<file path="config.mk">
export PLATFORM = sky130hd
export DESIGN_NAME = dbell_unit
export DESIGN_NICKNAME = d
export VERILOG_FILES = /design/src/rtl/dbell_pkg.sv /design/src/rtl/dbell_trig_dec.sv /design/src/rtl/dbell_cpu_bank.sv /design/src/rtl/dbell_summary.sv /design/src/rtl/dbell_unit.sv
export SDC_FILE = /design/constraint.sdc
export NUM_CORES = 1
export LEC_CHECK = 0
export BUFFER_PORTS_ARGS = -buffer_cell sky130_fd_sc_hd__buf_2
export CAP_MARGIN = 30
export CORE_ASPECT_RATIO = 1.5
export CORE_MARGIN = 2
export CORE_UTILIZATION = 50
export DETAILED_ROUTE_END_ITERATION = 16
export GPL_ROUTABILITY_DRIVEN = 0
export HOLD_SLACK_MARGIN = 0.02
export PLACE_DENSITY = 0.71
export SLEW_MARGIN = 20
export SYNTH_ARGS = -nofsm -noshare
export SYNTH_HDL_FRONTEND = slang
export SYNTH_HIERARCHICAL = 1
export SYNTH_SLANG_ARGS = --single-unit
</file>
<file path="constraint.sdc">
create_clock -name clk -period 1.4 [get_ports clk]
set_input_delay 0 -clock clk [delete_from_list [all_inputs] [get_ports clk]]
set_output_delay 0 -clock clk [all_outputs]
set_load 0.005 [all_outputs]
</file>
<file path="src/rtl/dbell_pkg.sv">
package dbell_pkg;
   localparam int DB_W    = 32;
   localparam int NUM_W   = 5;
   localparam int MAP_LSB = 8;
   localparam int MAX_CPU = 4;
   localparam int IPI_LO  = 0;
   localparam int IPI_N   = 8;
   localparam int MSI_LO  = 16;
   localparam int MSI_N   = 16;

   typedef logic [DB_W-1:0] db_vec_t;

   function automatic db_vec_t live_bits();
      db_vec_t v;
      v = '0;
      for (int i = 0; i < DB_W; i++)
         if ((i >= IPI_LO && i < IPI_LO + IPI_N) || (i >= MSI_LO && i < MSI_LO + MSI_N))
            v[i] = 1'b1;
      return v;
   endfunction

   localparam db_vec_t DB_LIVE = live_bits();
endpackage

</file>
<file path="src/rtl/dbell_trig_dec.sv">
module dbell_trig_dec
   import dbell_pkg::*;
#(
   parameter int NCPU = 4,
   parameter int ADDR_W = 8,
   parameter logic [ADDR_W-1:0] TRIG_OFS = 'h04
) (
   input  logic              wr_en,
   input  logic [ADDR_W-1:0] wr_addr,
   input  db_vec_t           wr_data,
   output db_vec_t           set_vec [NCPU]
);
   generate
      if (NCPU < 1 || NCPU > MAX_CPU) begin : g_bad_ncpu
         $error("dbell_trig_dec: NCPU out of range");
      end
      if (MAP_LSB + NCPU > DB_W) begin : g_bad_map
         $error("dbell_trig_dec: map field exceeds data width");
      end
   endgenerate

   logic            hit;
   logic [NUM_W-1:0] num;
   db_vec_t         bit_sel;

   assign hit     = wr_en && (wr_addr == TRIG_OFS);
   assign num     = wr_data[NUM_W-1:0];
   // only implemented doorbells survive; numbers in the hole are dropped
   assign bit_sel = (db_vec_t'(1) << num) & DB_LIVE;

   generate
      for (genvar c = 0; c < NCPU; c++) begin : g_tgt
         assign set_vec[c] = (hit && wr_data[MAP_LSB+c]) ? bit_sel : '0;
      end
   endgenerate
endmodule

</file>
<file path="src/rtl/dbell_cpu_bank.sv">
module dbell_cpu_bank
   import dbell_pkg::*;
#(
   parameter int ADDR_W = 8,
   parameter logic [ADDR_W-1:0] CAUSE_OFS = 'h08,
   parameter logic [ADDR_W-1:0] MASK_OFS  = 'h0C
) (
   input  logic              clk,
   input  logic              rst_n,
   input  db_vec_t           set_vec,
   input  logic              wr_en,
   input  logic [ADDR_W-1:0] wr_addr,
   input  db_vec_t           wr_data,
   output db_vec_t           cause,
   output db_vec_t           mask
);
   generate
      if (CAUSE_OFS == MASK_OFS) begin : g_bad_ofs
         $error("dbell_cpu_bank: cause and mask offsets collide");
      end
   endgenerate

   logic    clr_hit;
   logic    mask_hit;
   db_vec_t cause_kept;
   db_vec_t cause_nxt;

   assign clr_hit    = wr_en && (wr_addr == CAUSE_OFS);
   assign mask_hit   = wr_en && (wr_addr == MASK_OFS);
   assign cause_kept = clr_hit ? (cause & wr_data) : cause;
   // set is applied after the clear so a same-cycle trigger wins
   assign cause_nxt  = (cause_kept | set_vec) & DB_LIVE;

   always_ff @(posedge clk) begin
      if (!rst_n) begin
         cause <= '0;
         mask  <= '0;
      end else begin
         cause <= cause_nxt;
         if (mask_hit)
            mask <= wr_data;
      end
   end

   a_r5_trigger_wins: assert property (@(posedge clk) disable iff (!rst_n)
      (set_vec != '0) |=> ((cause & $past(set_vec)) == $past(set_vec)));

   a_r4_zero_clears: assert property (@(posedge clk) disable iff (!rst_n)
      clr_hit |=> ((cause & ~$past(wr_data) & ~$past(set_vec)) == '0));

   a_r3_hole_zero: assert property (@(posedge clk) disable iff (!rst_n)
      ((cause & ~DB_LIVE) == '0));

   a_r6_mask_hold: assert property (@(posedge clk) disable iff (!rst_n)
      !mask_hit |=> $stable(mask));
endmodule

</file>
<file path="src/rtl/dbell_summary.sv">
module dbell_summary
   import dbell_pkg::*;
#(
   parameter int NCPU = 4
) (
   input  logic            clk,
   input  logic            rst_n,
   input  db_vec_t         cause [NCPU],
   input  db_vec_t         mask  [NCPU],
   output logic [NCPU-1:0] ipi_irq,
   output logic [NCPU-1:0] msi_irq
);
   generate
      for (genvar c = 0; c < NCPU; c++) begin : g_sum
         db_vec_t live;
         assign live       = cause[c] & mask[c];
         assign ipi_irq[c] = |live[IPI_LO +: IPI_N];
         assign msi_irq[c] = |live[MSI_LO +: MSI_N];

         a_r7_ipi_needs_mask: assert property (@(posedge clk) disable iff (!rst_n)
            ipi_irq[c] |-> (mask[c][IPI_LO +: IPI_N] != '0));
         a_r7_ipi_needs_cause: assert property (@(posedge clk) disable iff (!rst_n)
            (cause[c][IPI_LO +: IPI_N] == '0) |-> !ipi_irq[c]);
         a_r8_msi_needs_mask: assert property (@(posedge clk) disable iff (!rst_n)
            msi_irq[c] |-> (mask[c][MSI_LO +: MSI_N] != '0));
         a_r8_msi_needs_cause: assert property (@(posedge clk) disable iff (!rst_n)
            (cause[c][MSI_LO +: MSI_N] == '0) |-> !msi_irq[c]);
      end
   endgenerate
endmodule

</file>
<file path="src/rtl/dbell_unit.sv">
module dbell_unit
   import dbell_pkg::*;
#(
   parameter int NCPU = 4,
   parameter int ADDR_W = 8,
   parameter logic [ADDR_W-1:0] TRIG_OFS  = 'h04,
   parameter logic [ADDR_W-1:0] CAUSE_OFS = 'h08,
   parameter logic [ADDR_W-1:0] MASK_OFS  = 'h0C,
   localparam int CPU_IDX_W = (NCPU > 1) ? $clog2(NCPU) : 1
) (
   input  logic                 clk,
   input  logic                 rst_n,
   input  logic                 glb_wr_en,
   input  logic [ADDR_W-1:0]    glb_wr_addr,
   input  logic [31:0]          glb_wr_data,
   input  logic                 cpu_wr_en,
   input  logic [CPU_IDX_W-1:0] cpu_wr_id,
   input  logic [ADDR_W-1:0]    cpu_wr_addr,
   input  logic [31:0]          cpu_wr_data,
   input  logic [CPU_IDX_W-1:0] rd_id,
   output logic [31:0]          rd_cause,
   output logic [31:0]          rd_mask,
   output logic [NCPU-1:0]      ipi_irq,
   output logic [NCPU-1:0]      msi_irq
);
   localparam logic [CPU_IDX_W:0] NCPU_V = NCPU[CPU_IDX_W:0];

   db_vec_t set_a   [NCPU];
   db_vec_t cause_a [NCPU];
   db_vec_t mask_a  [NCPU];

   dbell_trig_dec #(.NCPU(NCPU), .ADDR_W(ADDR_W), .TRIG_OFS(TRIG_OFS)) trig_i (
      .wr_en   (glb_wr_en),
      .wr_addr (glb_wr_addr),
      .wr_data (glb_wr_data),
      .set_vec (set_a)
   );

   generate
      for (genvar c = 0; c < NCPU; c++) begin : g_bank
         logic sel_we;
         assign sel_we = cpu_wr_en && (cpu_wr_id == CPU_IDX_W'(c));

         dbell_cpu_bank #(.ADDR_W(ADDR_W), .CAUSE_OFS(CAUSE_OFS), .MASK_OFS(MASK_OFS)) bank_i (
            .clk     (clk),
            .rst_n   (rst_n),
            .set_vec (set_a[c]),
            .wr_en   (sel_we),
            .wr_addr (cpu_wr_addr),
            .wr_data (cpu_wr_data),
            .cause   (cause_a[c]),
            .mask    (mask_a[c])
         );

         a_r11_bank_private: assert property (@(posedge clk) disable iff (!rst_n)
            (!sel_we && set_a[c] == '0) |=> $stable(cause_a[c]) && $stable(mask_a[c]));
      end
   endgenerate

   dbell_summary #(.NCPU(NCPU)) sum_i (
      .clk     (clk),
      .rst_n   (rst_n),
      .cause   (cause_a),
      .mask    (mask_a),
      .ipi_irq (ipi_irq),
      .msi_irq (msi_irq)
   );

   logic rd_ok;
   assign rd_ok    = ({1'b0, rd_id} < NCPU_V);
   assign rd_cause = rd_ok ? cause_a[rd_id] : '0;
   assign rd_mask  = rd_ok ? mask_a[rd_id]  : '0;
endmodule

</file>
# After elaboration in Yosys (flattened, before gate mapping)
# Cells that the tools add are included.
[word_totals]
register_bits = 256
inputBits = 88
output_inout_bits = 72
word_cells = 73
[classes]
order_cmp = 1
n_eq_ne = 6
shift = 1
muxes = 14
n_bitwise = 13
reduce_logical = 26
[op_table]
columns = ["operator", "n"]
rows = [
  ["$mux 32", 12],
  ["$and 32x32->32", 8],
  ["$bmux 32 s2", 2],
  ["$or 32x32->32", 4],
  ["$reduce_or 16->1", 4],
  ["$reduce_or 8->1", 4],
  ["$shl 1x5->32 const A", 1],
  ["$logic_and 1x1->1", 17],
  ["$eq 8x4->1 const B", 2],
  ["$eq 8x3->1 const B", 1],
  ["$eq 2x2->1 const B", 2],
  ["$ge 3x3->1 const B", 1],
  ["$not 2->3", 1],
  ["$eq 2x1->1 const B", 1],
  ["$logic_not 2->1", 1],
]

# Longest topological paths before layout
# Gate-level depths: netlist (run 1).
[depth]
depth_word = 5
mapped_depth = 7

# Modules after synthesis
# Netlist (run 1), hierarchy kept.
[by_module_without_submodules]
columns = ["module", "n_inst", "cells_each", "area_each_um2", "seq_area_each_um2"]
rows = [
  ["dbell_cpu_bank", 4, 253, 2209.6, 1121.1],
  ["dbell_unit", 1, 82, 1654.1, 0.0],
  ["dbell_trig_dec", 1, 192, 1540.2, 0.0],
  ["dbell_summary", 1, 56, 550.5, 0.0],
]

# Least setup slack after synthesis (run 1)
# Ideal clock, no wire load.
[synth_timing]
path_type = "input port to flip-flop"
start = "input glb_wr_addr[5]"
end = "register g_bank[3].bank_i.cause[22]"
t_arrival_ns = 1.402
path_slack_ns = -0.071
path_stages = 7
path_cell_list = "or4b_1 -> buf_2 -> buf_6 -> buf_6 -> nor4_2 -> o21ai_0 -> a21oi_1"
[synth_rtl]
columns = ["item", "line_no", "source"]
rows = [
  ["from (decl)", "dbell_unit.sv:14", "input logic [ADDR_W-1:0] glb_wr_addr,"],
  ["to (signal assigned)", "dbell_cpu_bank.sv:39", "cause <= cause_nxt;"],
  ["to (decl)", "dbell_cpu_bank.sv:14", "output db_vec_t cause,"],
]

# Worst setup path after layout (run 1)
[layout_timing]
start = "register g_bank[2].bank_i.mask[19]"
end = "output msi_irq[2]"
[layout_between]
elab_chain_cells = 2
[layout_rtl]
columns = ["item", "line_no", "source"]
rows = [
  ["from (decl)", "dbell_cpu_bank.sv:15", "output db_vec_t mask"],
  ["from (signal assigned)", "dbell_cpu_bank.sv:41", "mask <= wr_data;"],
  ["$and 32x32->32", "dbell_summary.sv:16", "assign live = cause[c] & mask[c];"],
  ["$reduce_or 16->1", "dbell_summary.sv:18", "assign msi_irq[c] = |live[MSI_LO +: MSI_N];"],
  ["to (decl)", "dbell_unit.sv:24", "output logic [NCPU-1:0] msi_irq"],
]
# No other way between the ends.

==> summary by stage, run 1 <==
Outcome
The run finished, with violations left. The final reports fail on setup timing.

Drt
After detailed routing, the average wire length per cell comes to 21.0 um. Summing over every cut layer, the via total after detailed routing is 10900. Using the TritonRoute via totals, the vias-per-cell ratio works out to 6.04.

The initial DRC count is 775. The number of remaining DRC errors is 0. The pre-antenna-repair detailed-routing pass consisted of 5 iterations. The number of routed nets with antenna violations is 0. The post-detailed-routing wire length is 38000 um.

Synthesis
The number of cells produced by synthesis is 1309. The average instance in the mapped netlist occupies 9.43 um2. Yosys printed 6 warnings.

The synthesized area is 0.0123 mm2.

Setup path
At the worst endpoint, the arrival time is 1.71 ns. Data on the critical path is required at its endpoint by 1.40 ns. The top fanout value on the critical path is 3.

The startpoint-to-endpoint class of the critical path is flop to output pin. The critical path capture point type is an output pin. The type of element launching the critical path is a flop.

Timing
The worst clock skew on the final layout is 0 ns. The count of pins over their slew limit came to 0. The setup TNS is -5.55 ns. The tightest hold path in the finished design has a slack of 0.0620 ns. The share of the cycle needed by the critical path after routing is 122%. The final critical delay including setup and external delays is 1.71 ns. The count of final hold-check violations came to 0. Setup repair after global routing could not meet its margin everywhere.

Derived from the worst setup path, the maximum achievable clock frequency is 0.584 GHz. Across all setup checks in the final design, the least slack found is -0.313 ns. The total of endpoints with negative setup slack in the final report is 62.

Layout
Cells with a size suffix above 1 make up 38.2% of the layout. Relative to the synthesized area, the layout overhead comes to 25.6%. The number of fill cells is 1992. The net count of the finished layout is 1560. The total inserted antenna cells is 0. Summing all multi-input logic gate instances after layout gives 0.00740 mm2. The number of cells in the finished layout apart from fillers is 1810. In the final layout, flip-flops and latches occupy 0.00464 mm2.

Power
The internal cell power is 10.3 mW. The sequential power share is 47.0%. Summed over all cells, the static leakage comes to 5.76 nW. In this run, the clock network consumes 43.9% of the power. The worst ir drop on vdd is 0.930 mV. The analysis attributes to net switching a power of 3.25 mW. The portion of total power attributed to combinational logic is 9.1%. The cell area power density is 875 mW/mm2. In this run switching power makes up 23.9% of total power.

Die
The floorplan has 70 rows. For this design the top-level I/O count stands at 160. The die covers 0.0260 mm2. The floorplan step set the die width to 132 um. The vertical extent of the die is 196 um. The starting density of the core is 50.7%. After floorplanning, the core was sized to cover 0.0243 mm2.

Clocking
Clock tree synthesis inserted a total of 23 buffers. In this run the deepest clock path goes through 3 buffers. The tree is rooted in a clkbuf_16. TritonCTS built the clock tree. In this run the number of H-tree levels came out at 1. At the later pin of the worst-skew pair, clock insertion delay measures 0.51 ns. Clock-pin slew was measured on the worst setup and hold paths at 0.06 ns. CTS saw 224 sinks.

Placed design
The count of buffers added on input and output ports is 128. After legalization and detailed placement, the total HPWL measured 25900 um. The number of placed instances, taps included, is 1716. The placement-stage worst setup slack is -0.357 ns.

Min path
The type of the tightest min-delay check is input port to flop.

Global route
Entering global routing, the biggest net connects 54 pins. The via count of the first global-routing pass is 10800. Global routing finished with a remaining overflow of 0. Across every metal layer, demand over resource in global routing totals 28.6%.

The initial antenna violation count came to 0. The first global-routing pass estimated 59000 um of wire.

Run
The tool flagged a number of max-cap violations equal to 0.
==> per-stage QoR <==
step | utilization [%] | total power [mW] | cell area (um2)
final | 63.7 | 13.6 | 15500
after global routing | 63.7 | 14.0 | 15500
after CTS | 63.1 | 13.6 | 15400
after detailed placement | 57.3 | 7.66 | 13900
after global placement | 57.3 | 7.64 | 13900
after floorplan | - | 7.31 | 12900
==> sequential cells by signal, summed over array words and instances, names as in the netlist <==
register and flops:
g_bank.bank_i/mask 128, g_bank.bank_i/cause 96
==> cell type report <==
cell class,count,share of cell area [%]
Clock buffer,33,4.28
Clock inverter,6,0.371
Inverter,4,0.0969
Multi-Input combinational cell,959,47.7
Sequential cell,224,29.9
Tap cell,324,2.62
Timing Repair Buffer,260,15.0
==> critical path: stages (launching register included) <==
cell and delay [ns]:
dfxtp_2 0.32, a22o_1 0.24, a221oi_2 0.31, nand4_1 0.17
buf_2 0.16
==> path summary, 6_finish.rpt <==
kind / start / to / slack [ns] / cells past startpoint
worst max-delay path: g_bank[2].bank_i/mask[19] / msi_irq[2] / -0.31 / 4
worst min-delay path: cpu_wr_addr[2] / g_bank[1].bank_i/cause[20] / 0.06 / 4
worst max register to register: g_bank[3].bank_i/cause[18] / g_bank[3].bank_i/cause[18] / 0.54 / 4
worst min register to register: g_bank[3].bank_i/mask[15] / g_bank[3].bank_i/mask[15] / 0.46 / 2
==> metal layers <==
metal  wire length [um]  vias to the layer above  track usage (%)
met1              13800                     5329             31.6
li1                   -                     5015                -
met4               2030                        0             14.7
met3               2350                      133             4.01
met5                  0                        -                0
met2              19800                      460             53.0
==> power groups by stage <==
stage / registers, mW / logic (mW) / clock network, mW
3_3_place_gp: 6.52 / 1.12 / 0
6_report: 6.37 / 1.23 / 5.96
3_5_place_dp: 6.52 / 1.14 / 0
5_1_grt: 6.37 / 1.33 / 6.29
2_1_floorplan: 6.52 / 0.796 / 0
4_1_cts: 6.37 / 1.22 / 6.05
==> cells in the final DEF, fill, tap and decap left out, types with 2 or more instances in the layout <==
master,count
clkbuf_8,5
or3b_2,2
dfxtp_1,103
o21ai_1,14
mux2i_1,128
nor4_2,62
or4_4,4
dfxtp_2,121
a22oi_1,5
a221oi_2,16
or4b_1,4
nand3b_1,3
nand4bb_1,7
clkinv_2,4
nor2_1,96
nor4_4,17
a22o_1,16
o21ai_0,82
nand4b_1,2
a21oi_1,96
mux4_2,64
nand4_1,8
buf_12,36
nor3_4,8
inv_1,4
and3b_1,2
buf_2,106
nand2_1,256
buf_6,26
clkbuf_16,23
nor4_1,17
buf_4,58
clkbuf_1,5
conb_1,32
a22oi_2,11
dlygate4sd3_1,33
==> what timing repair did <==
item / 4_1_cts / 5_1_grt
buffers inserted: 15 / 7
hold endpoints to repair: 224 / 0
pin swaps: 10 / 10
hold buffers: 33 / 0
resized for setup: 120 / 42
setup endpoints to repair: 63 / 64
Power figures use the tool's default switching activity.
==> run 2, diff against run 1 <==
Settings changed: CTS_BUF_LIST set to sky130_fd_sc_hd__clkbuf_8 sky130_fd_sc_hd__clkbuf_16.
==> summary by stage, run 2 (same netlist as run 1, synthesis figures left out) <==
Timing
For this run, the top clock speed supported by timing is 0.592 GHz. The smallest clock period supported by the final layout is computed as 1.69 ns. Setup repair after global routing could not meet its margin everywhere.

The total of endpoints with negative setup slack in the final report is 62. The count of pins over their slew limit was 0. The count of final hold-check violations is 0. After layout, the worst setup slack is -0.288 ns. The setup TNS is -5.42 ns. The worst clock skew on the final layout is 0 ns. The share of the cycle needed by the critical path after routing is 121%.

Placed design
The number of input and output port buffers inserted is 128. Once detailed placement completed, the half-perimeter wirelength came to 25900 um. After detailed placement, the total cell area comes to 0.0139 mm2.

Global route
The via count of the first global-routing pass is 10900. The maximum number of pins on one net before global-route repair is 54. The initial antenna violation count is 0. The global-route wire length before repair is 59100 um.

The global-route usage over all layers is 28.6%. For this run the aggregate overflow at the end of global routing stands at 0.

Layout
The final cell utilization of the core is 63.6%. The post-route netlist has 38.3% of its cells at a drive strength greater than 1. In the final design database the tool counted 1559 nets.

The repair_antennas step left the layout with diodes totalling 0. The largest registers in the layout are g_bank.bank_i/mask (128), g_bank.bank_i/cause (96). The finished cells cover 0.0155 mm2.

Ranked by flip-flop count, first place goes to g_bank.bank_i/mask. Leaving out fill and tap cells, the most frequent cells in the layout are 256 x nand2_1, 128 x mux2i_1, 122 x dfxtp_2. Compared with the post-synthesis result, the final layout area differs by 25.6%. Leaving out fill and tap cells, the most frequent cell in the layout is nand2_1. The register with the most flip-flops in the layout has 128 of them.

Run
Across the run, the number of max-cap violations was 0.

Setup path
The critical path in this run is classified as flop to output pin. In this run the register-to-register setup slack is 0.54 ns. The worst setup path is launched from a flop. The timing endpoint of the critical path is msi_irq[3].

For the worst flop-to-flop path, the logic depth is 4. In this run the critical register-to-register path is launched from g_bank[3].bank_i/cause[18]. For the worst setup path, the data required time is 1.40 ns.

The most critical setup path has its startpoint at g_bank[3].bank_i/cause[16]. The critical path capture point type is an output pin. In this run the worst path has a maximum fanout of 3. The endpoint identified for the worst register-to-register timing path is g_bank[3].bank_i/cause[18]. The worst endpoint data arrival time is 1.69 ns.

Drt
In this run the remaining antenna-violating nets after routing total 0. The number of remaining DRC errors is 0. The average routed wire per standard cell is 21.0 um. The final layout contains routed wiring with a total length of 38000 um. The initial DRC count is 792. The first detailed-routing pass took 5 iterations.

The overall via count from detail_route is 10900. The routed via count divided by cell count is 6.01.

Die
The region available for standard cell placement spans 0.0243 mm2. The die outline area is 0.0260 mm2. Measured along the x axis, the die boundary spans 132 um. After floorplanning, the core was divided into 70 placement rows. The vertical extent of the die is 196 um.

160 I/O pins were placed. The starting density of the core is 50.7%.

Power
Per report_power, the clock group accounts for 43.8% of the total. Summed over all cells, the static leakage comes to 5.78 nW. Net switching is 24.1% of the power. IR analysis of the VDD net gives a maximum drop of 0.925 mV. The share of total power dissipated in combinational logic is 9.1%. The total power of the final layout is 13.5 mW. The net switching power figure is 3.26 mW. The internal power of the cells totals 10.3 mW. For this design the ratio of total power to cell area is 873 mW/mm2.

The sequential power share is 47.1%.

Clocking
Clock-pin slew was measured on the worst setup and hold paths at 0.06 ns. In this run the number of H-tree levels came out at 1. The tree is rooted in a clkbuf_16. The clock tree from TritonCTS is built.

The number of clock buffers added by TritonCTS is 23. The clock latency on the worst-skew pair is 0.51 ns. The clock net in this run drives a total of 224 sinks. The maximum buffer depth of the clock tree is 3.

Outcome
The run finished, with violations left. The final reports fail on setup timing.

Min path
The type of the tightest min-delay check is input port to flop.
run 2: cell count changes in the layout (fill, tap and decap cells not counted), sizes merged:
cell,delta
buf,-1
clkbuf,-5
inv,+5
run 2: cell type report:
type | count | area [um2]
inverter | 4 | 15.0
tap | 324 | 405
timing repair buffer | 259 | 2310
sequential | 224 | 4640
multi-input combinational | 959 | 7410
clock inverter | 11 | 76.3
fill | 1989 | 8850
clock buffer | 28 | 644
run 2: metrics by stage:
| stage | worst slack, ns | cells | hold WS [ns] |
|---|---|---|---|
| floorplan | -0.0617 | 1337 | 0.142 |
| global placement | -0.310 | 1716 | 0.283 |
| detailed placement | -0.357 | 1716 | 0.285 |
| CTS | -0.289 | 1803 | 0.0508 |
| global route | -0.349 | 1809 | 0.0713 |
| finish | -0.288 | 1809 | 0.0669 |
run 2: power by group through the flow:
| stage | Sequential [mW] | Clock (mW) | Combinational [mW] |
|---|---|---|---|
| final | 6.37 | 5.93 | 1.24 |
| after global routing | 6.37 | 6.26 | 1.33 |
| after CTS | 6.37 | 6.01 | 1.22 |
| after detailed placement | 6.52 | 0 | 1.14 |
| after global placement | 6.52 | 0 | 1.12 |
| after floorplan | 6.52 | 0 | 0.796 |
run 2: per-layer routing:
layer / vias to the layer above / part of all wire, % / GRT usage [%]
met5: - / 0 / 0
met4: 0 / 5.2 / 14.8
met3: 127 / 5.1 / 4.01
met2: 420 / 52 / 53.0
met1: 5331 / 37 / 31.6
li1: 5003 / - / -
run 2: worst min path at each step:
stage / from / endpoint / slack [ns] / depth (start not counted)
global placement: cpu_wr_data[12] / g_bank[1].bank_i/mask[12] / 0.28 / 3
detailed placement: cpu_wr_data[12] / g_bank[1].bank_i/mask[12] / 0.28 / 3
global route: cpu_wr_addr[2] / g_bank[1].bank_i/cause[19] / 0.07 / 4
CTS: cpu_wr_addr[2] / g_bank[1].bank_i/cause[20] / 0.05 / 4
floorplan: cpu_wr_data[10] / g_bank[0].bank_i/mask[10] / 0.14 / 2
finish: cpu_wr_addr[2] / g_bank[1].bank_i/cause[20] / 0.07 / 4
run 2: critical path, stage by stage, from the launching register on:
cell and delay, ns:
dfxtp_2 0.35, a22o_1 0.25, a221oi_2 0.26, nand4_1 0.16
buf_2 0.16
run 2: what timing repair did:
| item | 4_1_cts | 5_1_grt |
|---|---|---|
| setup endpoints to repair | 63 | 64 |
| cloned | 0 | 0 |
| setup buffers | 15 | 6 |
| hold buffers | 33 | 0 |
| endpoints found under the hold margin | 224 | 0 |
| pin swaps | 10 | 10 |
| resized for setup | 120 | 43 |
